**config.mk**
```make
export PLATFORM = sky130hd
export DESIGN_NAME = lbk_port_unit
export DESIGN_NICKNAME = d
export VERILOG_FILES = /design/src/rtl/lbk_pkg.sv /design/src/rtl/lbk_path_ctrl.sv /design/src/rtl/lbk_rin_mux.sv /design/src/rtl/lbk_link_reg.sv /design/src/rtl/lbk_port_unit.sv
export SDC_FILE = /design/constraint.sdc
export NUM_CORES = 1
export LEC_CHECK = 0
export BUFFER_PORTS_ARGS = -buffer_cell sky130_fd_sc_hd__buf_4
export CAP_MARGIN = 10
export CELL_PAD_IN_SITES_DETAIL_PLACEMENT = 1
export CELL_PAD_IN_SITES_GLOBAL_PLACEMENT = 1
export CORE_ASPECT_RATIO = 0.7
export CORE_MARGIN = 5
export CORE_UTILIZATION = 33
export DETAILED_ROUTE_END_ITERATION = 16
export GPL_TIMING_DRIVEN = 1
export MAX_ROUTING_LAYER = met4
export PLACE_DENSITY = 0.87
export SLEW_MARGIN = 20
export SYNTH_ARGS = -nofsm -noshare
export SYNTH_HDL_FRONTEND = slang
export SYNTH_SLANG_ARGS = --single-unit
export TNS_END_PERCENT = 50
```
**constraint.sdc**
```tcl
create_clock -name clk -period 2.7 [get_ports clk]
set_input_delay 0.54 -clock clk [delete_from_list [all_inputs] [get_ports clk]]
set_output_delay 0.54 -clock clk [all_outputs]
set_load 0.03 [all_outputs]
```
**src/rtl/lbk_pkg.sv**
```systemverilog
package lbk_pkg;

    typedef enum logic [1:0] {
        PATH_IDLE = 2'd0,
        PATH_FWD  = 2'd1,
        PATH_LOOP = 2'd2
    } path_e;

    typedef struct packed {
        path_e path;
        logic  in_mid;
    } ctrl_t;

endpackage

```
**src/rtl/lbk_path_ctrl.sv**
```systemverilog
module lbk_path_ctrl
    import lbk_pkg::*;
(
    input  logic clk,
    input  logic rst_n,
    input  logic obuf_valid,
    input  logic obuf_tail,
    input  logic nbr_avail,
    input  logic in_valid,
    input  logic in_tail,
    output logic fwd_go,
    output logic lb_go,
    output logic in_take,
    output logic stop
);

    ctrl_t st_q, st_d;

    always_comb begin
        st_d   = st_q;
        fwd_go = 1'b0;
        lb_go  = 1'b0;
        case (st_q.path)
            PATH_IDLE: begin
                if (obuf_valid) begin
                    if (nbr_avail) begin
                        fwd_go = 1'b1;
                        if (!obuf_tail) st_d.path = PATH_FWD;
                    end else if (!st_q.in_mid) begin
                        lb_go = 1'b1;
                        if (!obuf_tail) st_d.path = PATH_LOOP;
                    end
                end
            end
            PATH_FWD: begin
                if (obuf_valid && nbr_avail) begin
                    fwd_go = 1'b1;
                    if (obuf_tail) st_d.path = PATH_IDLE;
                end
            end
            PATH_LOOP: begin
                if (obuf_valid) begin
                    lb_go = 1'b1;
                    if (obuf_tail) st_d.path = PATH_IDLE;
                end
            end
            default: st_d.path = PATH_IDLE;
        endcase
        // neighbour held for the whole looped packet, bubbles included
        stop    = lb_go | (st_q.path == PATH_LOOP);
        in_take = in_valid & ~stop;
        if (in_take) st_d.in_mid = ~in_tail;
    end

    always_ff @(posedge clk) begin
        if (!rst_n) begin
            st_q.path   <= PATH_IDLE;
            st_q.in_mid <= 1'b0;
        end else begin
            st_q <= st_d;
        end
    end

endmodule

```
**src/rtl/lbk_rin_mux.sv**
```systemverilog
module lbk_rin_mux #(
    parameter int DATA_W = 16
) (
    input  logic              clk,
    input  logic              rst_n,
    input  logic              lb_go,
    input  logic              in_take,
    input  logic [DATA_W-1:0] lb_data,
    input  logic              lb_tail,
    input  logic [DATA_W-1:0] in_data,
    input  logic              in_tail,
    output logic              rin_valid,
    output logic [DATA_W-1:0] rin_data,
    output logic              rin_tail,
    output logic              rin_loop
);

    typedef struct packed {
        logic              valid;
        logic              loop;
        logic              tail;
        logic [DATA_W-1:0] data;
    } rin_t;

    rin_t r_q, r_d;

    always_comb begin
        r_d.valid = lb_go | in_take;
        r_d.loop  = lb_go;
        r_d.tail  = lb_go ? lb_tail : in_tail;
        r_d.data  = lb_go ? lb_data : in_data;
    end

    always_ff @(posedge clk) begin
        if (!rst_n) r_q <= '0;
        else        r_q <= r_d;
    end

    assign rin_valid = r_q.valid;
    assign rin_loop  = r_q.loop;
    assign rin_tail  = r_q.tail;
    assign rin_data  = r_q.data;

endmodule

```
**src/rtl/lbk_link_reg.sv**
```systemverilog
module lbk_link_reg #(
    parameter int DATA_W = 16
) (
    input  logic              clk,
    input  logic              rst_n,
    input  logic              go,
    input  logic [DATA_W-1:0] data_in,
    input  logic              tail_in,
    output logic              link_valid,
    output logic [DATA_W-1:0] link_data,
    output logic              link_tail
);

    localparam int FLIT_W = DATA_W + 2;

    logic [FLIT_W-1:0] l_q, l_d;

    always_comb begin
        l_d = {go, tail_in, data_in};
    end

    always_ff @(posedge clk) begin
        if (!rst_n) l_q <= '0;
        else        l_q <= l_d;
    end

    assign link_valid = l_q[FLIT_W-1];
    assign link_tail  = l_q[FLIT_W-2];
    assign link_data  = l_q[DATA_W-1:0];

endmodule

```
**src/rtl/lbk_port_unit.sv**
```systemverilog
module lbk_port_unit #(
    parameter int DATA_W = 16
) (
    input  logic              clk,
    input  logic              rst_n,
    input  logic              obuf_valid,
    input  logic [DATA_W-1:0] obuf_data,
    input  logic              obuf_tail,
    output logic              obuf_pop,
    input  logic              nbr_avail,
    output logic              link_valid,
    output logic [DATA_W-1:0] link_data,
    output logic              link_tail,
    input  logic              in_valid,
    input  logic [DATA_W-1:0] in_data,
    input  logic              in_tail,
    output logic              nbr_stop,
    output logic              rin_valid,
    output logic [DATA_W-1:0] rin_data,
    output logic              rin_tail,
    output logic              rin_loop
);

    logic fwd_go, lb_go, in_take;

    lbk_path_ctrl u_ctrl (
        .clk        (clk),
        .rst_n      (rst_n),
        .obuf_valid (obuf_valid),
        .obuf_tail  (obuf_tail),
        .nbr_avail  (nbr_avail),
        .in_valid   (in_valid),
        .in_tail    (in_tail),
        .fwd_go     (fwd_go),
        .lb_go      (lb_go),
        .in_take    (in_take),
        .stop       (nbr_stop)
    );

    lbk_rin_mux #(.DATA_W(DATA_W)) u_rin (
        .clk       (clk),
        .rst_n     (rst_n),
        .lb_go     (lb_go),
        .in_take   (in_take),
        .lb_data   (obuf_data),
        .lb_tail   (obuf_tail),
        .in_data   (in_data),
        .in_tail   (in_tail),
        .rin_valid (rin_valid),
        .rin_data  (rin_data),
        .rin_tail  (rin_tail),
        .rin_loop  (rin_loop)
    );

    lbk_link_reg #(.DATA_W(DATA_W)) u_link (
        .clk        (clk),
        .rst_n      (rst_n),
        .go         (fwd_go),
        .data_in    (obuf_data),
        .tail_in    (obuf_tail),
        .link_valid (link_valid),
        .link_data  (link_data),
        .link_tail  (link_tail)
    );

    assign obuf_pop = fwd_go | lb_go;

endmodule

```
* Word-level counts from Yosys, hierarchy flattened *
Cells that the tools add are included.

storage, ports and cells
  RAM bits = 0
  latch bits = 0
  bits of input ports = 39
  logic and storage cells = 44
  register bits = 40
  memories = 0
  output and inout port bits = 39
  memory bits (read-only) = 0

cells by class
  equal/unequal tests = 8
  div/mod/pow operators = 0
  multipliers = 0
  $add $sub $neg = 0
  magnitude comparators = 0
  shift-type cells = 0
  bitwise operators = 6
  reduce and logical (&&, ||, !) cells = 3
  muxes and demuxes = 20

operators with widths
  operator                                                               count
  16-bit 2-to-1 mux                                                      1
  2-bit 2-to-1 mux                                                       8
  1-bit 2-to-1 mux                                                       8
  3-bit != test, second input constant                                   2
  2-bit one-hot mux with 3 select lines                                  1
  6-bit AND reduction                                                    1
  2-bit != test, second input constant                                   2
  1-bit one-hot mux with 2 select lines                                  2
  3-bit by 2-bit != test with 1-bit output, second input constant        1
  1-bit OR                                                               3
  2-bit by 1-bit equality test with 1-bit output, second input constant  1
  2-bit equality test, second input constant                             1
  2-bit zero test                                                        1
  2-bit by 1-bit != test with 1-bit output, second input constant        1
  1-bit inverter                                                         2
  1-bit AND                                                              1
  1-bit logical AND                                                      1

* Logic depth before layout (Yosys ltp) *
  word-level depth = 8
  mapped depth = 7
  gate-level depth less buffers = 6

* Modules after synthesis *
From an unflattened synthesis, not the netlist that was laid out.

unflattened totals
  cells, all modules = 124
  area total of the unflattened synthesis = 1493.9 µm²

modules (own cells, without submodules)
  module         area an instance (µm²)  seq. area each (µm²)  times used  cells each
  lbk_rin_mux    706.9                   380.4                 1           58
  lbk_link_reg   501.7                   360.3                 1           37
  lbk_path_ctrl  279.0                   60.1                  1           28
  lbk_port_unit  6.3                     0.0                   1           1

* Worst setup path after synthesis *
OpenSTA, ideal clock, no wires.

  path kind = register to output
  from = register u_ctrl.st_q[1] in the netlist's numbering
  to = output port obuf_pop
  path slack = 840 ps
  path buffers = 1
  data arrival time = 1320 ps
  stages on the path, launching flop included = 7
  data required time = 2160 ps
  cells stage by stage = dfxtp_1 > inv_1 > ha_1 > nor3b_2 > o21ai_2 > buf_6 > nand2_1

between the ends
  word-level cells in the longest chain between the ends = 3

ends and longest elaborated chain
  what                                                                    RTL line             RTL
  start, declared                                                         lbk_path_ctrl.sv:17  ctrl_t st_q, st_d;
  start signal, assigned                                                  lbk_path_ctrl.sv:60  st_q <= st_d;
  2-bit by 1-bit equality test with 1-bit output (tied with other cells)  lbk_path_ctrl.sv:23  case (st_q.path)
  1-bit one-hot mux with 2 select lines                                   lbk_path_ctrl.sv:23
  1-bit OR (*)                                                            lbk_port_unit.sv:66  assign obuf_pop = fwd_go | lb_go;
  end, declared                                                           lbk_port_unit.sv:9   output logic obuf_pop,

Mark *: on every way between the ends. The rest lies on a longest branch, timed or not.

* Worst setup path in the final report *
  from = register u_ctrl.st_q[1] in the netlist's numbering
  to = output port nbr_stop

between the ends
  word-level cells in the longest chain between the ends = 3

ends and longest elaborated chain
  what                                                           RTL line                                  RTL
  2-bit equality test / 2-bit zero test (equally long branches)  lbk_path_ctrl.sv:23, lbk_path_ctrl.sv:50
  1-bit one-hot mux with 2 select lines                          lbk_path_ctrl.sv:23
  1-bit OR (*)                                                   lbk_path_ctrl.sv:50                       stop = lb_go | (st_q.path == PATH_LOOP);
  end, declared                                                  lbk_port_unit.sv:17                       output logic nbr_stop,

Marks and branches as above.

==> run_summary.xml <==
<?xml version="1.0" encoding="UTF-8"?>
<metrics>
  <group name="power_and_ir_drop">
    <metric name="vdd_ir_drop_max" unit="mV">0.3146</metric>
    <metric name="leakagePower" unit="nW">1.084</metric>
    <metric name="sw_frac_of_total" unit="">0.2962</metric>
    <metric name="power_frac_comb" unit="">0.254</metric>
    <metric name="net-switching-power" unit="uW">457.1</metric>
    <metric name="share_seq_of_total_power" unit="">0.425</metric>
    <metric name="p_int" unit="mW">1.086</metric>
    <metric name="powerDensity" unit="mW/mm^2">732.1</metric>
    <metric name="clockPowerShare" unit="">0.321</metric>
    <metric name="design_power_total" unit="mW">1.543</metric>
  </group>
  <group name="finish">
    <metric name="nNetsFinal" unit="">249</metric>
    <metric name="fin_area" unit="sq mm">0.002108</metric>
    <metric name="post_route_cells_drive_above_1_share" unit="">0.4279</metric>
    <metric name="finish.cell_count_without_fillers" unit="">260</metric>
    <metric name="most-common-layout-cells" unit="">sky130_fd_sc_hd__buf_4 (79), sky130_fd_sc_hd__dfxtp_1 (40), sky130_fd_sc_hd__nor2_1 (19)</metric>
    <metric name="areaGrowthSynthToFinish" unit="%">53.60</metric>
    <metric name="antenna_cells_inserted" unit="">0</metric>
    <metric name="final_common_cell" unit="">sky130_fd_sc_hd__buf_4</metric>
    <metric name="layout.core_utilization" unit="">0.5310</metric>
  </group>
  <group name="synth">
    <metric name="yosysUniqueCellTypes" unit="">21</metric>
    <metric name="postSynthAreaPerCell" unit="sq um">10.81</metric>
    <metric name="synth_area" unit="sq mm">0.001373</metric>
    <metric name="ys_warn_count" unit="">0</metric>
    <metric name="synth_seq_cells" unit="">40</metric>
    <metric name="postSynthNetCount" unit="">169</metric>
    <metric name="synthesis.instances" unit="">127</metric>
    <metric name="seq_area_frac_synth" unit="">0.5834</metric>
  </group>
  <group name="timing">
    <metric name="final_number_of_hold_violating_endpoints" unit="">0</metric>
    <metric name="final.setup_skew" unit="ns">0.005019</metric>
    <metric name="fmax" unit="GHz">0.4274</metric>
    <metric name="finalWorstPathRequiredPeriod" unit="ns">2.340</metric>
    <metric name="worst_margin_pin_slew" unit="ns">0.6907</metric>
    <metric name="slew-limit-headroom" unit="">0.5390</metric>
    <metric name="fin_tns_setup" unit="ns">0</metric>
    <metric name="slew_viol_final" unit="">0</metric>
    <metric name="rsz0062_at_grt" unit="">false</metric>
    <metric name="post-route-period-util" unit="">0.8666</metric>
    <metric name="setup_viol_count_final" unit="">0</metric>
    <metric name="timing.final.ws_setup" unit="ns">0.3602</metric>
    <metric name="finalHoldWorstSlack" unit="ns">0.4449</metric>
  </group>
  <group name="placement">
    <metric name="hpwl" unit="um">2995</metric>
    <metric name="gp_congestion" unit="">0.7512</metric>
    <metric name="port-buffer-count" unit="">77</metric>
    <metric name="post-place-cells" unit="">252</metric>
    <metric name="placement.cell_area" unit="sq mm">0.001993</metric>
    <metric name="pre_cts_ws" unit="ns">0.6948</metric>
  </group>
  <group name="detailed_routing">
    <metric name="drt.antenna.violating_nets" unit="">0</metric>
    <metric name="post_drt_via_cell_ratio" unit="">4.465</metric>
    <metric name="routed_wire_length_per_instance" unit="um">14.73</metric>
    <metric name="detail_route.first_pass.iterations" unit="">4</metric>
    <metric name="remaining_drc_errors" unit="">0</metric>
    <metric name="totalWireLength" unit="um">3829</metric>
    <metric name="drt_iter0_markers" unit="">8</metric>
    <metric name="dr_vias" unit="">1161</metric>
  </group>
  <group name="global_routing">
    <metric name="number_of_global_route_vias_before_repair" unit="">1278</metric>
    <metric name="first_pass_grt_wire_length" unit="um">6141</metric>
    <metric name="grt_use_met1" unit="">0.1661</metric>
    <metric name="grt_util_met2" unit="">0.2509</metric>
    <metric name="grt_remaining_overflow" unit="">0</metric>
    <metric name="pin_count_of_the_biggest_net_entering_global_routing" unit="">23</metric>
    <metric name="groute.layer.met3.usage" unit="">0.03466</metric>
    <metric name="grt_most_used_layer" unit="">met2</metric>
    <metric name="number_of_antenna_violations_at_the_first_check_in_global_routing" unit="">0</metric>
    <metric name="grt_usage" unit="">0.1465</metric>
  </group>
  <group name="floorplan">
    <metric name="die_height" unit="um">63.96</metric>
    <metric name="die_footprint" unit="sq mm">0.005570</metric>
    <metric name="row_count" unit="">19</metric>
    <metric name="io-pin-count" unit="">78</metric>
    <metric name="initial_core_util" unit="">0.3457</metric>
    <metric name="chipWidth" unit="um">87.09</metric>
    <metric name="design.core.area" unit="sq mm">0.003970</metric>
  </group>
  <group name="run_status">
    <metric name="run_status" unit="">complete, no violations</metric>
  </group>
  <group name="worst_setup_path">
    <metric name="crit_path_end_kind" unit="">primary output</metric>
    <metric name="worstPathArrival" unit="ns">1.80</metric>
    <metric name="critPathLaunch" unit="">u_ctrl.st_q[1]$_SDFFE_PN0P_</metric>
    <metric name="setup.worst_path.end" unit="">nbr_stop</metric>
    <metric name="reg2reg_setup_slack" unit="ns">0.89</metric>
    <metric name="critical_path.reg2reg.endpoint" unit="">u_rin.rin_data[11]$_SDFF_PN0_</metric>
    <metric name="crit_type" unit="">register to primary output</metric>
    <metric name="worstSetupStartpointType" unit="">register</metric>
    <metric name="timing.critical_path.fanout_max" unit="">7</metric>
    <metric name="ff2ff_path_depth" unit="">7</metric>
    <metric name="regToRegStartpoint" unit="">u_ctrl.st_q[1]$_SDFFE_PN0P_</metric>
    <metric name="timing.critical_path.required" unit="ns">2.16</metric>
  </group>
  <group name="cts">
    <metric name="cts_max_path_buffers" unit="">2</metric>
    <metric name="number_of_levels_the_h_tree_was_split_into" unit="">2</metric>
    <metric name="post-cts-setup-buffer-count" unit="">0</metric>
    <metric name="cts-root-buf" unit="">sky130_fd_sc_hd__clkbuf_8</metric>
    <metric name="clk-insertion-delay-late" unit="ns">0.29</metric>
    <metric name="cts_made_buffers" unit="">5</metric>
    <metric name="cts_resized" unit="">0</metric>
    <metric name="cts_tree" unit="">built</metric>
    <metric name="cts.sink_count" unit="">40</metric>
    <metric name="worst_setup_hold_path_clk_slew" unit="ns">0.08</metric>
    <metric name="ctsHoldBuffers" unit="">0</metric>
  </group>
  <group name="hold_path">
    <metric name="worstHoldPathType" unit="">primary input to register</metric>
    <metric name="worst_hold_path.num_cells" unit="">2</metric>
  </group>
  <group name="job">
    <metric name="cap_violations" unit="">0</metric>
  </group>
</metrics>
metal layers:
metal  wire length [um]  share of wire
met1               1636           0.43
met2               1956           0.51
met3                212          0.055
met4                 23         0.0060
met5                  0              0
worst min path at each step:
stage / start / endpoint / slack (ns)
after floorplan: u_ctrl.st_q[2]$_SDFFE_PN0P_ / u_ctrl.st_q[2]$_SDFFE_PN0P_ / 0.47
after global placement: u_ctrl.st_q[2]$_SDFFE_PN0P_ / u_ctrl.st_q[2]$_SDFFE_PN0P_ / 0.48
after detailed placement: u_ctrl.st_q[1]$_SDFFE_PN0P_ / u_ctrl.st_q[1]$_SDFFE_PN0P_ / 0.51
after CTS: in_tail / u_ctrl.st_q[0]$_SDFFE_PN0P_ / 0.43
after global routing: in_tail / u_ctrl.st_q[0]$_SDFFE_PN0P_ / 0.42
final: in_tail / u_ctrl.st_q[0]$_SDFFE_PN0P_ / 0.44
layout make-up:
| class | instances | area (sq um) |
|---|---|---|
| Fill cell | 469 | 1862 |
| Sequential cell | 40 | 800.8 |
| Timing Repair Buffer | 79 | 593.1 |
| Multi-Input combinational cell | 78 | 523.0 |
| Clock buffer | 5 | 68.82 |
| Tap cell | 52 | 65.06 |
| Clock inverter | 3 | 46.29 |
| Inverter | 3 | 11.26 |
cells in the mapped netlist:
cell,n,share of area
sky130_fd_sc_hd__a21oi_1,3,0.011
sky130_fd_sc_hd__ha_1,3,0.027
sky130_fd_sc_hd__mux2i_1,18,0.13
sky130_fd_sc_hd__dfxtp_1,40,0.58
sky130_fd_sc_hd__o221ai_1,1,0.0064
sky130_fd_sc_hd__nor3_1,1,0.0036
sky130_fd_sc_hd__o211ai_1,1,0.0055
sky130_fd_sc_hd__nor2b_1,2,0.0091
sky130_fd_sc_hd__nand3_1,3,0.011
sky130_fd_sc_hd__nand2b_1,1,0.0046
sky130_fd_sc_hd__or2b_1,1,0.0055
sky130_fd_sc_hd__buf_6,2,0.016
sky130_fd_sc_hd__a211oi_1,1,0.0055
sky130_fd_sc_hd__clkbuf_1,4,0.011
sky130_fd_sc_hd__and2_1,17,0.077
sky130_fd_sc_hd__o21ai_0,2,0.0073
sky130_fd_sc_hd__inv_1,3,0.0082
sky130_fd_sc_hd__nor3b_2,1,0.0091
sky130_fd_sc_hd__o21ai_2,1,0.0064
sky130_fd_sc_hd__nand2_1,3,0.0082
sky130_fd_sc_hd__nor2_1,19,0.052
flip-flops by register name (all words and copies together), names as in the netlist:
name and flops:
u_ctrl.st_q 3, u_link.l_q 18, u_rin.rin_valid 1, u_rin.rin_loop 1
u_rin.rin_tail 1, u_rin.rin_data 16
critical path: stages, from the launching register on:
cell and delay, ns:
sky130_fd_sc_hd__dfxtp_1 0.37, sky130_fd_sc_hd__inv_1 0.08, sky130_fd_sc_hd__ha_1 0.28, sky130_fd_sc_hd__nor3b_2 0.19, sky130_fd_sc_hd__o21ai_2 0.17, sky130_fd_sc_hd__or2b_1 0.25
sky130_fd_sc_hd__buf_4 0.17
cells by family after synthesis:
kind of cell             count (synthesis)  synth area share
buffers and inverters                    9           0.03555
adder cells (fa/ha/maj)                  3           0.02735
AND/OR/NAND/NOR                         48            0.1805
multiplexers                            18            0.1313
flip-flops                              40            0.5834
AO/OA/AOI/OAI                            9           0.04194
power groups by stage:
| stage | Clock, mW | Sequential [mW] | Combinational, mW |
|---|---|---|---|
| after global routing | 0.542 | 0.661 | 0.420 |
| final | 0.496 | 0.655 | 0.392 |
| after global placement | 0 | 0.667 | 0.389 |
| after detailed placement | 0 | 0.670 | 0.397 |
| after floorplan | 0 | 0.751 | 0.158 |
| after CTS | 0.514 | 0.656 | 0.398 |
(Power assumes the default switching activity.)
